===== src/rtl/trig_pkg.sv =====
package trig_pkg;

  typedef enum logic [1:0] {
    MODE_EDGE    = 2'd0,
    MODE_PATTERN = 2'd1,
    MODE_ANALOG  = 2'd2,
    MODE_RSVD    = 2'd3
  } trig_mode_e;

  typedef enum logic [1:0] {
    CMP_GT = 2'd0,
    CMP_LT = 2'd1,
    CMP_GE = 2'd2,
    CMP_LE = 2'd3
  } cmp_op_e;

  typedef enum logic [1:0] {
    ST_IDLE  = 2'd0,
    ST_ARMED = 2'd1,
    ST_FIRED = 2'd2
  } ctrl_state_e;

  // Unsigned comparison of a against b under the selected operator.
  function automatic logic cmp_unsigned(input logic [31:0] a,
                                        input logic [31:0] b,
                                        input cmp_op_e     op);
    logic r;
    case (op)
      CMP_GT:  r = (a >  b);
      CMP_LT:  r = (a <  b);
      CMP_GE:  r = (a >= b);
      default: r = (a <= b);
    endcase
    return r;
  endfunction

  // One line of the pattern test: a masked-off line always agrees.
  function automatic logic line_agrees(input logic level,
                                       input logic want,
                                       input logic used);
    return !used || (level == want);
  endfunction

endpackage


===== src/rtl/trig_sync.sv =====
module trig_sync #(
  parameter int W      = 8,
  parameter int STAGES = 2
) (
  input  logic         clk,
  input  logic         rst_n,
  input  logic [W-1:0] d_async,
  output logic [W-1:0] d_sync
);

  logic [W-1:0] stage_q [STAGES];

  for (genvar g = 0; g < STAGES; g++) begin : g_stage
    if (g == 0) begin : g_first
      always_ff @(posedge clk or negedge rst_n) begin
        if (!rst_n) stage_q[g] <= '0;
        else        stage_q[g] <= d_async;
      end
    end else begin : g_next
      always_ff @(posedge clk or negedge rst_n) begin
        if (!rst_n) stage_q[g] <= '0;
        else        stage_q[g] <= stage_q[g-1];
      end
    end
  end

  assign d_sync = stage_q[STAGES-1];

endmodule


===== src/rtl/trig_cond.sv =====
module trig_cond
  import trig_pkg::*;
#(
  parameter int NLINES = 8,
  parameter int SW     = 12,
  localparam int SELW  = $clog2(NLINES)
) (
  input  logic              clk,
  input  logic              rst_n,
  input  logic [NLINES-1:0] din_s,
  input  logic [SW-1:0]     sample,
  input  logic              sample_valid,
  input  logic [1:0]        mode,
  input  logic [SELW-1:0]   edge_sel,
  input  logic [NLINES-1:0] pat_value,
  input  logic [NLINES-1:0] pat_mask,
  input  logic [SW-1:0]     threshold,
  input  logic [1:0]        cmp_op,
  output logic              cond_hit
);

  logic [NLINES-1:0] din_prev;
  logic [NLINES-1:0] line_ok;
  logic              edge_hit;
  logic              pat_hit;
  logic              ana_hit;

  // Previous synchronized level, kept up to date even while disarmed
  always_ff @(posedge clk or negedge rst_n) begin
    if (!rst_n) din_prev <= '0;
    else        din_prev <= din_s;
  end

  assign edge_hit = din_s[edge_sel] && !din_prev[edge_sel];

  for (genvar i = 0; i < NLINES; i++) begin : g_line
    assign line_ok[i] = line_agrees(din_s[i], pat_value[i], pat_mask[i]);
  end

  assign pat_hit = &line_ok;

  assign ana_hit = sample_valid &&
                   cmp_unsigned(32'(sample), 32'(threshold), cmp_op_e'(cmp_op));

  always_comb begin
    case (trig_mode_e'(mode))
      MODE_EDGE:    cond_hit = edge_hit;
      MODE_PATTERN: cond_hit = pat_hit;
      MODE_ANALOG:  cond_hit = ana_hit;
      default:      cond_hit = 1'b0;
    endcase
  end

endmodule


===== src/rtl/trig_ctrl.sv =====
module trig_ctrl
  import trig_pkg::*;
(
  input  logic clk,
  input  logic rst_n,
  input  logic arm,
  input  logic clear,
  input  logic cond_hit,
  output logic armed,
  output logic triggered,
  output logic start_pulse
);

  ctrl_state_e state_q, state_d;
  logic        fire_evt;
  logic        start_q;

  assign fire_evt = (state_q == ST_ARMED) && cond_hit && !clear;

  always_comb begin
    state_d = state_q;
    if (clear) begin
      state_d = ST_IDLE;
    end else begin
      case (state_q)
        ST_IDLE:  if (arm)      state_d = ST_ARMED;
        ST_ARMED: if (cond_hit) state_d = ST_FIRED;
        default:  state_d = ST_FIRED;
      endcase
    end
  end

  always_ff @(posedge clk or negedge rst_n) begin
    if (!rst_n) begin
      state_q <= ST_IDLE;
      start_q <= 1'b0;
    end else begin
      state_q <= state_d;
      start_q <= fire_evt;
    end
  end

  assign armed       = (state_q == ST_ARMED);
  assign triggered   = (state_q == ST_FIRED);
  assign start_pulse = start_q;

endmodule


===== src/rtl/start_trigger_unit.sv =====
module start_trigger_unit #(
  parameter int NLINES      = 8,
  parameter int SW          = 12,
  parameter int SYNC_STAGES = 2,
  localparam int SELW       = $clog2(NLINES)
) (
  input  logic              clk,
  input  logic              rst_n,
  input  logic [NLINES-1:0] din,
  input  logic [SW-1:0]     sample,
  input  logic              sample_valid,
  input  logic [1:0]        mode,
  input  logic [SELW-1:0]   edge_sel,
  input  logic [NLINES-1:0] pat_value,
  input  logic [NLINES-1:0] pat_mask,
  input  logic [SW-1:0]     threshold,
  input  logic [1:0]        cmp_op,
  input  logic              arm,
  input  logic              clear,
  output logic              armed,
  output logic              start_pulse,
  output logic              triggered
);

  logic [NLINES-1:0] din_s;
  logic              cond_hit;

  trig_sync #(.W(NLINES), .STAGES(SYNC_STAGES)) u_sync (
    .clk     (clk),
    .rst_n   (rst_n),
    .d_async (din),
    .d_sync  (din_s)
  );

  trig_cond #(.NLINES(NLINES), .SW(SW)) u_cond (
    .clk          (clk),
    .rst_n        (rst_n),
    .din_s        (din_s),
    .sample       (sample),
    .sample_valid (sample_valid),
    .mode         (mode),
    .edge_sel     (edge_sel),
    .pat_value    (pat_value),
    .pat_mask     (pat_mask),
    .threshold    (threshold),
    .cmp_op       (cmp_op),
    .cond_hit     (cond_hit)
  );

  trig_ctrl u_ctrl (
    .clk         (clk),
    .rst_n       (rst_n),
    .arm         (arm),
    .clear       (clear),
    .cond_hit    (cond_hit),
    .armed       (armed),
    .triggered   (triggered),
    .start_pulse (start_pulse)
  );

endmodule


===== config.mk =====
export PLATFORM = sky130hd
export DESIGN_NAME = start_trigger_unit
export DESIGN_NICKNAME = d
export VERILOG_FILES = /design/src/rtl/trig_pkg.sv /design/src/rtl/trig_sync.sv /design/src/rtl/trig_cond.sv /design/src/rtl/trig_ctrl.sv /design/src/rtl/start_trigger_unit.sv
export SDC_FILE = /design/constraint.sdc
export NUM_CORES = 1
export LEC_CHECK = 0
export ABC_AREA = 1
export BUFFER_PORTS_ARGS = -buffer_cell sky130_fd_sc_hd__clkbuf_2
export CAP_MARGIN = 25
export CORE_UTILIZATION = 40
export DETAILED_ROUTE_END_ITERATION = 8
export GPL_TIMING_DRIVEN = 0
export PLACE_DENSITY = 0.7
export SLEW_MARGIN = 20
export SYNTH_ARGS = -nofsm -noshare
export SYNTH_HDL_FRONTEND = slang
export SYNTH_SLANG_ARGS = --single-unit

===== constraint.sdc =====
create_clock -name clk -period 2 [get_ports clk]
set_input_delay 0.2 -clock clk [delete_from_list [all_inputs] [get_ports clk]]
set_output_delay 0.2 -clock clk [all_outputs]
set_load 0.01 [all_outputs]

==> run_results.csv, run 1 <==
group,metric,value,unit
global_route,overflow,0,
yosys,synth_top_area_share,47.9,%
routing,vias,1183,
yosys,yosysMostFrequentCell,"nand2_1",
routing,viasPerCell,4.30,
die,die_w,61.4,µm
worst_setup_path,worstPathArrival,1540,ps
timing,period_needed,1330,ps
finish,fillCellCount,345,
clock_tree,clock_path_buffers,2,
worst_setup_path,path_common_cell,"nand3_1",
finish,final_core_util,56.4,%
finish,layout-drive-gt1-share,33.6,%
yosys,netlist_area,1410,µm²
timing,timing.final.crit_share,66.4,%
routing,ant_nets,0,
worst_setup_path,worst_setup_path_start_kind,"register",
yosys,synth_edf_count,0,
worst_setup_path,critical_path.max_stage_delay,430,ps
clock_tree,clock_latency,310,ps
pwr,power,1040,µW
timing,timing.fmax,753,MHz
global_route,grt_pass1_vias,1024,
timing,hold_ws,137,ps
yosys,syn-num-nets,226,
routing,routed_wl,2.47,mm
clock_tree,hold_buffers,9,
finish,fin_cells,275,
clock_tree,cts_buffers,3,
timing,worst_slew_pin_slew,603,ps
die,fp.dieArea,3770,µm²
timing,hold_viol_final,0,
yosys,synth_common_cells,"nand2_1, inv_1, dfrtp_1",
worst_setup_path,slowest_stage,"dfrtp_1",
finish,area_growth,34.4,%
finish,layout.nets,302,
yosys,synth.distinct_cells,22,
status,status,"finished, final reports clean",
finish,diodes,0,
yosys,yosys_warnings,0,
flow_run,cap_viol_max_count,0,
yosys,syn_inst,154,
worst_setup_path,crit_path_end_kind,"register",
pwr,powerDensity,546,nW/µm²
timing,rsz0062_at_grt,"false",
die,start_util,42.0,%
global_route,grtUsageTotal,13.6,%
die,row_count,21,
timing,slew_viol_final,0,
worst_setup_path,cp_max_fo,4,
pwr,peakVddDrop,0.000405,V
clock_tree,cts_setup_buffers,0,
die,ioPinCount,63,
timing,setup_viol,0,
worst_setup_path,critPathRequiredTime,2210,ps
global_route,antenna_found_initial,0,
min_path,hold_class,"in -> reg",
timing,relSlewSlack,59.8,%
placed_design,dp_hpwl,2.12,mm
placed_design,dp_cells,262,
routing,drt_first_pass_iters,4,
yosys,synthTopCellsByArea,"dfrtp_1, ha_1, nand2_1",
yosys,ys_seq_area_share,47.9,%
routing,drt-initial-drc-count,30,
placed_design,place_congestion,0.717,
clock_tree,cts_tree,"yes",
placed_design,io_buffers,62,
timing,tns,0,ps
timing,fin_skew,2.98,ps
die,core,3360,µm²
yosys,synthArstFlopShare,100,%
clock_tree,cts_resized,0,
clock_tree,path_clk_slew,130,ps
yosys,ys.flop_type,"dfrtp_1",
clock_tree,cts_htree_levels,1,
global_route,grt_max_degree,28,
routing,post_drt_wl_per_cell,8.96,µm
worst_setup_path,critPathKind,"reg -> reg",
global_route,grt_pass1_wl,3.80,mm
routing,drc_errors,0,
pwr,leakagePower,0.00111,µW
worst_setup_path,crit_chain,"or2_1 > nand3_1 > nand4_1 > nor2_1 > nand3_1 > nand4_2 > nand2_1",
clock_tree,cts.sinks,27,
yosys,synth-seq-cells,27,
clock_tree,clockRootBuffer,"clkbuf_4",
die,die_h,61.4,µm
yosys,synth_top_area_cell,"dfrtp_1",
yosys,synth_area_per_cell,9.16,µm²
## cells in the final DEF (no fill, tap or decap), drive strengths merged
master and instances:
clkbuf 65, nand2 41, inv 31, dfrtp 27, ha 12, nand3 10
dlygate4sd3 9, nor2 8, nand4 6, xor2 5, a21oi 4, o221ai 4
or2 3, a21o 1, nand3b 1, nor3 1, clkinv 1
## worst paths after layout
path / slack (ps) / to / cells after the start / start
setup / recovery: 670 / u_ctrl.state_q[0] / 7 / u_sync.d_sync[5]
hold / removal: 140 / u_ctrl.state_q[0] / 3 / arm
setup reg to reg: 670 / u_ctrl.state_q[0] / 7 / u_sync.d_sync[5]
hold reg to reg: 360 / u_sync.d_sync[6] / 0 / u_sync.stage_q[14]
max in group asynchronous: 1170 / u_ctrl.start_pulse / 2 / rst_n
min in group asynchronous: 440 / u_cond.din_prev[7] / 2 / rst_n
## sequential cells by signal (all words and copies together), names as in the netlist
register and count:
u_cond.din_prev 8, u_sync.d_sync 8, u_sync.stage_q 8, u_ctrl.state_q 2, u_ctrl.start_pulse 1
## cell families after synthesis
kind of cell | after synthesis | synth area share (%)
and+or+nand+nor | 70 | 25.7
buffers and inverters | 31 | 8.24
DFF | 27 | 47.9
adders and majority gates | 12 | 10.6
AOI/OAI and AO/OA | 9 | 4.43
xor gates and xnor gates | 5 | 3.10
## critical path, delay by kind of cell (launching register included)
kind | cells | cell delay [ps]
DFF | 1 | 430
and+or+nand+nor | 7 | 790
## routing by layer
layer	up-vias	wire, µm	track usage [%]
li1	637	-	-
met1	515	1100	16.5
met2	29	1250	25.3
met3	2	114	1.26
met4	0	6	4.76
met5	-	0	0
## power breakdown
group / switching, µW / total, µW / internal [µW] / leakage [µW]
registers: 16.1 / 593 / 576 / 0.000320
clock network: 140 / 214 / 74.6 / 0.0000177
logic: 113 / 229 / 116 / 0.000776
## area by class of cell
| class | count | area [µm²] | share of cell area, % |
|---|---|---|---|
| tap | 46 | 57.6 | 3.03 |
| inverter | 31 | 116 | 6.13 |
| multi-input combinational | 96 | 619 | 32.7 |
| clock buffer | 3 | 22.5 | 1.19 |
| sequential | 27 | 676 | 35.6 |
| timing repair buffer | 71 | 400 | 21.1 |
| clock inverter | 1 | 5.00 | 0.264 |
## stage by stage
stage | area, µm² | setup slack, ps
finish | 1900 | 672
floorplan | 1410 | 611
global placement | 1780 | 431
CTS | 1900 | 615
global route | 1900 | 514
detailed placement | 1780 | 410
(Power assumes the default switching activity.)
==> inputs of run 2 (changes only) <==
- ABC_AREA: 1 -> 0
- PLACE_DENSITY: 0.7 -> 0.73
- clock period: 2 -> 1.1 ns (I/O delays scaled with it)
==> run_results.csv, run 2 <==
group,metric,value,unit
yosys,syn_inst,121,
placed_design,place_congestion,0.825,
routing,post_drt_wl_per_cell,11.5,µm
worst_setup_path,worst_setup_path_start_kind,"register",
die,core,3130,µm²
routing,routed_wl,2.82,mm
pwr,peakVddDrop,0.00101,V
die,start_util,43.2,%
worst_setup_path,critPathKind,"reg -> reg",
global_route,grt_pass1_wl,4.47,mm
die,ioPinCount,63,
routing,vias,1173,
worst_setup_path,worstPathArrival,1980,ps
placed_design,dp_hpwl,2.34,mm
worst_setup_path,crit_path_end_kind,"register",
finish,mostFrequentLayoutCells,"clkbuf_2, dfrtp_1, dlygate4sd3_1",
yosys,synth_common_cells,"dfrtp_1, inv_1, ha_1",
clock_tree,cts.sinks,27,
timing,tns,-1790,ps
yosys,synth_top_area_share,50.0,%
routing,viasPerCell,4.81,
routing,drc_errors,0,
timing,period_needed,1760,ps
yosys,synth-seq-cells,27,
finish,regArea,676,µm²
die,fp.dieArea,3610,µm²
timing,timing.fmax,568,MHz
finish,multi_input_area,717,µm²
finish,layout.nets,273,
timing,worst_slew_pin_slew,614,ps
timing,hold_viol_final,0,
global_route,grt_pass1_vias,1135,
worst_setup_path,cp_max_fo,3,
yosys,synthArstFlopShare,100,%
timing,timing.final.crit_share,160,%
die,row_count,20,
worst_setup_path,r2r_slack,-660,ps
yosys,synth_top_area_cell,"dfrtp_1",
routing,ant_nets,0,
routing,drt_first_pass_iters,4,
finish,fin_cells,244,
yosys,yosysMostFrequentCell,"dfrtp_1",
yosys,netlist_area,1350,µm²
yosys,syn-num-nets,193,
clock_tree,cts_tree,"yes",
placed_design,io_buffers,61,
worst_setup_path,critPathRequiredTime,1320,ps
timing,slew_viol_final,0,
timing,relSlewSlack,59.1,%
pwr,powerDensity,969,nW/µm²
finish,diodes,0,
global_route,antenna_found_initial,0,
yosys,ys.flop_type,"dfrtp_1",
global_route,grtUsageTotal,16.8,%
placed_design,dp_cells,226,
yosys,synthTopCellsByArea,"dfrtp_1, ha_1, xor2_1",
die,die_w,60.1,µm
yosys,yosys_warnings,0,
clock_tree,clockRootBuffer,"clkbuf_4",
yosys,ys_seq_area_share,50.0,%
timing,fin_ws,-661,ps
finish,fillCellCount,261,
global_route,overflow,0,
status,violations,"setup timing",
timing,setup_viol,4,
yosys,synth_area_per_cell,11.2,µm²
clock_tree,clock_path_buffers,2,
finish,final_common_cell,"clkbuf_2",
routing,drt-initial-drc-count,41,
yosys,synth.distinct_cells,32,
status,status,"complete, but fails checks",
clock_tree,clock_latency,320,ps
global_route,grt_max_degree,28,
timing,rsz0062_at_grt,"true",
min_path,hold_class,"in -> reg",
clock_tree,cts_buffers,3,
placed_design,dp_slack,-869,ps
finish,area_growth,48.6,%
pwr,leakagePower,0.000981,µW
finish,layout-drive-gt1-share,46.5,%
yosys,synth_edf_count,0,
clock_tree,cts_htree_levels,1,
timing,fin_skew,4.13,ps
die,die_h,60.1,µm
clock_tree,path_clk_slew,140,ps
flow_run,cap_viol_max_count,0,
==> run 2: cell count changes after synthesis, moves of 3 or more <==
| cell | delta |
|---|---|
| inv_1 | -12 |
| nand2_1 | -30 |
| nand3_1 | -4 |
| nand3_2 | -3 |
| o221ai_1 | -4 |
| o32a_1 | +4 |
| xor2_1 | +3 |
==> run 2: per-layer routing <==
layer,vias to the layer above,wire length (µm),GRT usage [%]
li1,582,-,-
met1,552,1090,17.9
met2,37,1590,34.3
met3,2,119,1.73
met4,0,21,3.99
met5,-,0,0
==> run 2: path summary, 6_finish.rpt <==
check	start	end	cells after the start
setup / recovery	u_sync.d_sync[2]	u_ctrl.state_q[0]	6
hold / removal	mode[0]	u_ctrl.start_pulse	3
setup reg to reg	u_sync.d_sync[2]	u_ctrl.state_q[0]	6
hold reg to reg	u_sync.stage_q[15]	u_sync.d_sync[7]	0
max in group asynchronous	rst_n	u_sync.stage_q[13]	2
min in group asynchronous	rst_n	u_sync.stage_q[15]	2
==> run 2: cell type report <==
cell class              instances  share of cell area (%)
plain buffers                   1                   0.561
clock buffers                   3                    1.12
clock inverters                 1                   0.250
inverters                      17                    4.18
multi-input cells              76                    35.7
flip-flops and latches         27                    33.7
well taps                      44                    2.74
repair buffers                 75                    21.7
==> run 2: logic make-up after synthesis <==
logic type	Yosys count	synth area share [%]
DFF	27	50.0
buffers and inverters	18	5.56
adders and majority gates	12	11.1
xor gates and xnor gates	8	5.19
AOI/OAI and AO/OA	28	15.8
muxes	1	1.67
and+or+nand+nor	27	10.6
==> run 2: critical path, cell delays in order, from the launching register on <==
cell      delay [ps]
dfrtp_1          410
inv_1             50
o32a_1           290
mux4_2           490
o22ai_2          150
a211oi_1          70
o21a_1           200
==> run 2: timing repair <==
item,CTS,global route
setup buffers,3,1
cloned,0,0
resized for setup,1,2
hold buffers,10,0
endpoints found under the hold margin,36,0
pin swaps,1,0
setup endpoints to repair,5,5
==> run 2: power by group <==
| group | internal, µW | switching (µW) | leakage, µW |
|---|---|---|---|
| clock network | 136 | 276 | 0.0000177 |
| logic | 252 | 209 | 0.000643 |
| registers | 1040 | 28.5 | 0.000320 |
| total | 1430 | 513 | 0.000981 |
==> run 2: per-stage QoR <==
stage	hold WS (ps)	total power (µW)	cell area (µm²)	util [%]
after floorplan	-186	1310	1490	-
after global placement	151	1490	1850	59.1
after detailed placement	161	1510	1850	59.1
after CTS	93.2	1960	2000	63.9
after global routing	125	2060	2010	64.1
final	97.9	1940	2010	64.1
